<file path="config.mk">
export PLATFORM = sky130hd
export DESIGN_NAME = ocp_fault_mgr
export DESIGN_NICKNAME = d
export VERILOG_FILES = /design/src/rtl/ocp_pkg.sv /design/src/rtl/ocp_trip_blanker.sv /design/src/rtl/ocp_span_counter.sv /design/src/rtl/ocp_fault_mgr.sv
export SDC_FILE = /design/constraint.sdc
export NUM_CORES = 1
export LEC_CHECK = 0
export BUFFER_PORTS_ARGS = -buffer_cell sky130_fd_sc_hd__buf_2
export CAP_MARGIN = 10
export CORE_MARGIN = 1
export CORE_UTILIZATION = 50
export DETAILED_ROUTE_END_ITERATION = 7
export PLACE_DENSITY = 0.7
export SYNTH_ARGS = -nofsm -noshare
export SYNTH_HDL_FRONTEND = slang
export SYNTH_SLANG_ARGS = --single-unit
</file>
<file path="constraint.sdc">
create_clock -name clk -period 1.6 [get_ports clk]
set_clock_uncertainty 0.2 [all_clocks]
set_input_delay 0.24 -clock clk [delete_from_list [all_inputs] [get_ports clk]]
set_output_delay 0.24 -clock clk [all_outputs]
set_load 0.1 [all_outputs]
</file>
<file path="src/rtl/ocp_pkg.sv">
package ocp_pkg;

    typedef enum logic [1:0] {
        ST_RUN  = 2'd0,
        ST_PEND = 2'd1,
        ST_HOLD = 2'd2
    } ocp_state_e;

    function automatic int unsigned ocp_max(input int unsigned a, input int unsigned b);
        return (a > b) ? a : b;
    endfunction

endpackage

</file>
<file path="src/rtl/ocp_trip_blanker.sv">
module ocp_trip_blanker #(
    parameter int unsigned BLANK_CYC = 40
) (
    input  logic clk,
    input  logic rst_n,
    input  logic trip_raw_i,
    output logic trip_qual_o
);
    localparam int unsigned CW = $clog2(BLANK_CYC + 1);
    localparam logic [CW-1:0] LIM = CW'(BLANK_CYC);

    logic [CW-1:0] run_q;

    // consecutive-high counter, saturating at the blanking length
    always_ff @(posedge clk or negedge rst_n) begin
        if (!rst_n) begin
            run_q <= '0;
        end else if (!trip_raw_i) begin
            run_q <= '0;
        end else if (run_q != LIM) begin
            run_q <= run_q + 1'b1;
        end
    end

    assign trip_qual_o = (run_q == LIM);

    AST_QUAL_FOLLOWS_RAW: assert property (@(posedge clk) disable iff (!rst_n)
        trip_qual_o |-> $past(trip_raw_i));

endmodule

</file>
<file path="src/rtl/ocp_span_counter.sv">
module ocp_span_counter #(
    parameter int unsigned LIMIT = 4,
    localparam int unsigned W = $clog2(LIMIT + 2)
) (
    input  logic         clk,
    input  logic         rst_n,
    input  logic         run_i,
    output logic [W-1:0] count_o,
    output logic         done_o
);
    localparam logic [W-1:0] LIM = W'(LIMIT);

    always_ff @(posedge clk or negedge rst_n) begin
        if (!rst_n) begin
            count_o <= '0;
        end else if (!run_i) begin
            count_o <= '0;
        end else if (count_o != LIM) begin
            count_o <= count_o + 1'b1;
        end
    end

    assign done_o = (count_o == LIM);

endmodule

</file>
<file path="src/rtl/ocp_fault_mgr.sv">
module ocp_fault_mgr
    import ocp_pkg::*;
#(
    parameter int unsigned NCH            = 3,
    parameter int unsigned BLANK_CYC      = 40,
    parameter int unsigned FLT_DLY        = 14,
    parameter int unsigned SHDN_DLY       = 25,
    parameter int unsigned CLR_CYC        = 850000,
    parameter bit          HI_GATES_CLEAR = 1'b0
) (
    input  logic           clk,
    input  logic           rst_n,
    input  logic           trip_raw_i,
    input  logic           vcc_ok_i,
    input  logic [NCH-1:0] lo_cmd_i,
    input  logic [NCH-1:0] hi_cmd_i,
    output logic           shutdown_o,
    output logic           fault_n_o
);
    localparam int unsigned PEND_LAST = ocp_max(FLT_DLY, SHDN_DLY);
    localparam int unsigned PW        = $clog2(PEND_LAST + 2);
    localparam int unsigned CLW       = $clog2(CLR_CYC + 1);
    localparam logic [PW-1:0]  SHDN_AT = PW'(SHDN_DLY);
    localparam logic [PW-1:0]  FLT_AT  = PW'(FLT_DLY);
    localparam logic [NCH-1:0] HI_MASK = {NCH{HI_GATES_CLEAR}};

    ocp_state_e     state_q, state_d;
    logic           trip_qual;
    logic           quiet;
    logic [PW-1:0]  pend_cnt;
    logic           pend_done;
    logic [CLW-1:0] clr_cnt;
    logic           clr_done;

    ocp_trip_blanker #(.BLANK_CYC(BLANK_CYC)) u_blank (
        .clk         (clk),
        .rst_n       (rst_n),
        .trip_raw_i  (trip_raw_i),
        .trip_qual_o (trip_qual)
    );

    // delay from qualified trip to indication and turn-off
    ocp_span_counter #(.LIMIT(PEND_LAST)) u_pend (
        .clk     (clk),
        .rst_n   (rst_n),
        .run_i   (state_q == ST_PEND),
        .count_o (pend_cnt),
        .done_o  (pend_done)
    );

    // clear interval: counts consecutive quiet edges while latched
    assign quiet = vcc_ok_i && !trip_qual && (lo_cmd_i == '0)
                   && ((hi_cmd_i & HI_MASK) == '0);

    ocp_span_counter #(.LIMIT(CLR_CYC - 1)) u_clr (
        .clk     (clk),
        .rst_n   (rst_n),
        .run_i   ((state_q == ST_HOLD) && quiet),
        .count_o (clr_cnt),
        .done_o  (clr_done)
    );

    always_comb begin
        state_d = state_q;
        unique case (state_q)
            ST_RUN: begin
                if (!vcc_ok_i)      state_d = ST_HOLD;
                else if (trip_qual) state_d = ST_PEND;
            end
            ST_PEND: begin
                if (!vcc_ok_i || pend_done) state_d = ST_HOLD;
            end
            ST_HOLD: begin
                if (quiet && clr_done) state_d = ST_RUN;
            end
            default: state_d = ST_RUN;
        endcase
    end

    always_ff @(posedge clk or negedge rst_n) begin
        if (!rst_n) state_q <= ST_RUN;
        else        state_q <= state_d;
    end

    always_comb begin
        shutdown_o = 1'b0;
        fault_n_o  = 1'b1;
        unique case (state_q)
            ST_RUN: begin
                shutdown_o = 1'b0;
                fault_n_o  = 1'b1;
            end
            ST_PEND: begin
                shutdown_o = (pend_cnt >= SHDN_AT);
                fault_n_o  = !(pend_cnt >= FLT_AT);
            end
            ST_HOLD: begin
                shutdown_o = 1'b1;
                fault_n_o  = 1'b0;
            end
            default: begin
                shutdown_o = 1'b0;
                fault_n_o  = 1'b1;
            end
        endcase
    end

    AST_UV_FORCES_OFF: assert property (@(posedge clk) disable iff (!rst_n)
        !vcc_ok_i |=> shutdown_o);
    AST_RELEASE_PAIRED: assert property (@(posedge clk) disable iff (!rst_n)
        $fell(shutdown_o) |-> $rose(fault_n_o));
    AST_RELEASE_LO_IDLE: assert property (@(posedge clk) disable iff (!rst_n)
        $fell(shutdown_o) |-> ($past(lo_cmd_i) == '0));
    AST_LO_CMD_HOLDS: assert property (@(posedge clk) disable iff (!rst_n)
        (shutdown_o && (lo_cmd_i != '0)) |=> shutdown_o);
    AST_HI_CMD_HOLDS: assert property (@(posedge clk) disable iff (!rst_n)
        (HI_GATES_CLEAR && shutdown_o && (hi_cmd_i != '0)) |=> shutdown_o);
    AST_TRIP_HOLDS: assert property (@(posedge clk) disable iff (!rst_n)
        (shutdown_o && trip_qual) |=> shutdown_o);

endmodule

</file>
==> run_results.csv <==
group,metric,value,unit
status,outcome,"finished, violations left",
status,violations,"negative setup slack",
place,gp_congestion,0.8078,
global_route,grt_pass1_vias,1893,
cts,path_clk_slew,0.07,ns
die,die_w,63.45,um
cts,htree_levels,2,
drt,wire_per_inst,20.86,um
die,die_y,63.45,um
critical_path,cpPeakStageDelay,0.40,ns
power_and_ir_drop,p_per_area,732.8,mW/mm^2
logic_synthesis,synth_area_leaders,"dfrtp_1 (44%), xnor2_1 (8.3%), ha_1 (6.0%)",
cells_and_area,post-route-util,0.9062,
critical_path,rr_worst_depth,9,
critical_path,required,1.16,ns
critical_path,path_buf_inv,2,
logic_synthesis,netlist_area,0.001888,sq mm
timing,worst_pin_slew,0.6214,ns
critical_path,path_cells,"inv_2 > ha_2 > o211ai_1 > nand3b_1 > o21ai_4 > buf_12",
drt,dr_total_vias,1836,
critical_path,path_delay_family,"flip-flops",
cells_and_area,diodes,0,
die,core,0.003468,sq mm
cts,tritoncts,"built",
critical_path,end_kind,"output port",
power_and_ir_drop,clockPowerShare,0.277,
cells_and_area,nets,291,
cts,cts_buffers,5,
timing,max_clock_freq,479.5,MHz
logic_synthesis,yosysMostFrequentCell,"dfrtp_1",
global_route,grt_antenna_before_repair,0,
global_route,grt-ovfl-total,0,
logic_synthesis,ys_warn_count,0,
die,ios,12,
cells_and_area,multi_input_area,0.001428,sq mm
hold_path,hp-class,"primary input to register",
drt,drtIter0Drc,120,
cells_and_area,final_layout_size_suffix_gt1_frac,0.5861,
critical_path,arrival,1.65,ns
power_and_ir_drop,p_seq_frac,0.383,
timing,hold_viol_final,0,
drt,drc_errors,0,
cts,clock_latency,0.31,ns
logic_synthesis,synth-async-reset-ratio,1.000,
critical_path,path_depth,6,
place,dp_hpwl,3027,um
logic_synthesis,syn_nets,211,
power_and_ir_drop,swShare,0.3564,
logic_synthesis,netlist_top_cells_count,"dfrtp_1 (33), nor2_1 (20), xnor2_1 (18)",
drt,wl,6654,um
critical_path,path_max_fanout,3,
place,io_buffers,8,
critical_path,worst-setup-path-type,"register to output port",
logic_synthesis,synth_edf_count,0,
cts,cts.sinks,33,
timing,setup_slack,-0.4856,ns
logic_synthesis,synth.largest_area_cell,"dfrtp_1",
cells_and_area,fillers,130,
cells_and_area,final-seq-area,828.3,sq um
logic_synthesis,synth_top_area_frac,0.4374,
logic_synthesis,synth.distinct_cells,44,
timing,finalCriticalPeriod,2.086,ns
job,cap_violations,0,
power_and_ir_drop,p_sw,0.8207,mW
global_route,grt_usage,0.3088,
power_and_ir_drop,leakagePower,1.358,nW
power_and_ir_drop,comb_power_share,0.340,
die,fp-row-count,21,
die,dieArea,0.004026,sq mm
hold_path,min_path_cells,2,
global_route,grt_pass1_wl,9177,um
power_and_ir_drop,ir_worst_vdd,1.107,mV
logic_synthesis,yosys_most_used_dff,"dfrtp_1",
timing,relSlewSlack,0.5799,
cells_and_area,areaGrowthSynthToFinish,66.47,%
cells_and_area,finalInstanceArea,0.003143,sq mm
logic_synthesis,synth_seq_cells,33,
critical_path,cpMaxStageDelayCell,"dfrtp_1",
timing,rsz0062_at_grt,"true",
drt,drtPass1Iterations,4,
timing,maxSlewViolCount,0,
logic_synthesis,syn_inst,192,
global_route,grt_start_max_net_pins,20,
logic_synthesis,synth_area_per_cell,9.834,sq um
logic_synthesis,ys_seq_area_frac,0.4374,
cts,root_buffer,"clkbuf_8",
cts,cts_max_path_buffers,2,
drt,ant_nets,0,
timing,fin_crit_sh,1.303,
place,place_area,0.002384,sq mm
die,initial_core_util,0.5444,
critical_path,startpoint_type,"register",
timing,setup-violations-final,29,
power_and_ir_drop,p_int,1.482,mW
drt,vias_per_cell,5.755,
[worst paths after layout]
check	from	endpoint	slack [ns]
worst max-delay path	u_pend.count_o[0]$_DFFE_PN0P_	fault_n_o	-0.49
worst min-delay path	trip_raw_i	u_blank.run_q[4]$_DFFE_PN0P_	0.01
worst max register to register	u_blank.run_q[0]$_DFFE_PN0P_	u_blank.run_q[2]$_DFFE_PN0P_	-0.38
worst min register to register	u_pend.count_o[1]$_DFFE_PN0P_	u_pend.count_o[1]$_DFFE_PN0P_	0.40
max in group asynchronous	rst_n	u_pend.count_o[1]$_DFFE_PN0P_	0.55
min in group asynchronous	rst_n	u_clr.count_o[19]$_DFFE_PN0P_	0.19
[layout make-up]
type | count | area share
Inverter | 9 | 0.01075
Multi-Input combinational cell | 146 | 0.4542
Sequential cell | 33 | 0.2635
Tap cell | 46 | 0.01831
Timing Repair Buffer | 77 | 0.2269
Clock buffer | 6 | 0.02309
Clock inverter | 2 | 0.003185
[sequential cells by signal, indices dropped and copies added, names as in the netlist]
signal          flops
u_pend.count_o      5
state_q             2
u_clr.count_o      20
u_blank.run_q       6
[metrics by stage]
step / hold slack, ns / total power, mW / cells / setup WS (ns) / setup TNS [ns]
2_1_floorplan: -0.2556 / 1.285 / 192 / -0.1127 / -0.6274
3_3_place_gp: -0.02388 / 1.475 / 282 / -0.1939 / -2.042
3_5_place_dp: -0.01317 / 1.490 / 282 / -0.2916 / -3.270
4_1_cts: 0.01898 / 2.193 / 309 / -0.4253 / -3.650
5_1_grt: 0.02274 / 2.365 / 319 / -0.5311 / -7.644
6_report: 0.01485 / 2.303 / 319 / -0.4856 / -6.521
[worst register-to-register path: stages (launching register included)]
cell	delay, ns
dfrtp_1	0.38
inv_1	0.07
ha_2	0.17
nand2_2	0.05
or3_4	0.41
buf_6	0.15
buf_6	0.11
nand2_2	0.05
mux2i_1	0.08
and2_1	0.17
[layout by cell type, fill, tap and decap left out, drive strengths merged]
cell and count:
a211oi 1, a21boi 1, a21oi 7, and2 8, and3 5, and4 2
and4bb 1, buf 76, clkbuf 6, clkinv 2, dfrtp 33, dlygate4sd3 1
ha 9, inv 9, mux2i 1, nand2 16, nand2b 1, nand3 13
nand3b 1, nand4 2, nand4b 1, nor2 21, nor2b 1, nor3 8
nor3b 1, nor4 4, nor4b 1, o2111ai 1, o211a 1, o211ai 1
o21a 1, o21ai 5, o22ai 1, o31ai 2, or3 4, xnor2 18
xor2 7
[power groups by stage]
stage | Sequential (mW) | Clock, mW | Combinational (mW)
5_1_grt | 0.884 | 0.673 | 0.808
6_report | 0.883 | 0.637 | 0.783
3_3_place_gp | 0.888 | 0 | 0.586
4_1_cts | 0.875 | 0.627 | 0.691
3_5_place_dp | 0.891 | 0 | 0.599
2_1_floorplan | 0.888 | 0 | 0.396
[kinds of logic (layout without fill, tap and decap cells)]
| group | count (synthesis) | after routing | synth area share |
|---|---|---|---|
| adder cells (fa/ha/maj) | 9 | 9 | 0.05964 |
| XOR/XNOR | 25 | 25 | 0.1160 |
| flip-flops | 33 | 33 | 0.4374 |
| AND/OR/NAND/NOR | 90 | 90 | 0.2790 |
| multiplexers | 1 | 1 | 0.005302 |
| buffers and inverters | 13 | 94 | 0.03114 |
| AO/OA/AOI/OAI | 21 | 21 | 0.07158 |
[layer usage]
metal / vias to the layer above / GRT usage / part of all wire / wire length (um)
met2: 72 / 0.5452 / 0.53 / 3503
met1: 912 / 0.3283 / 0.38 / 2517
li1: 820 / - / - / -
met5: - / 0 / 0 / 0
met3: 32 / 0.06341 / 0.046 / 304
met4: 0 / 0.2045 / 0.049 / 328
[what timing repair did]
item | 4_1_cts | 5_1_grt
buffers inserted | 16 | 10
endpoints found under the hold margin | 33 | 0
setup endpoints to repair | 25 | 28
resized for setup | 51 | 44
hold buffers | 1 | 0
cloned | 3 | 0
pin swaps | 27 | 25
Power figures use the tool's default switching activity.
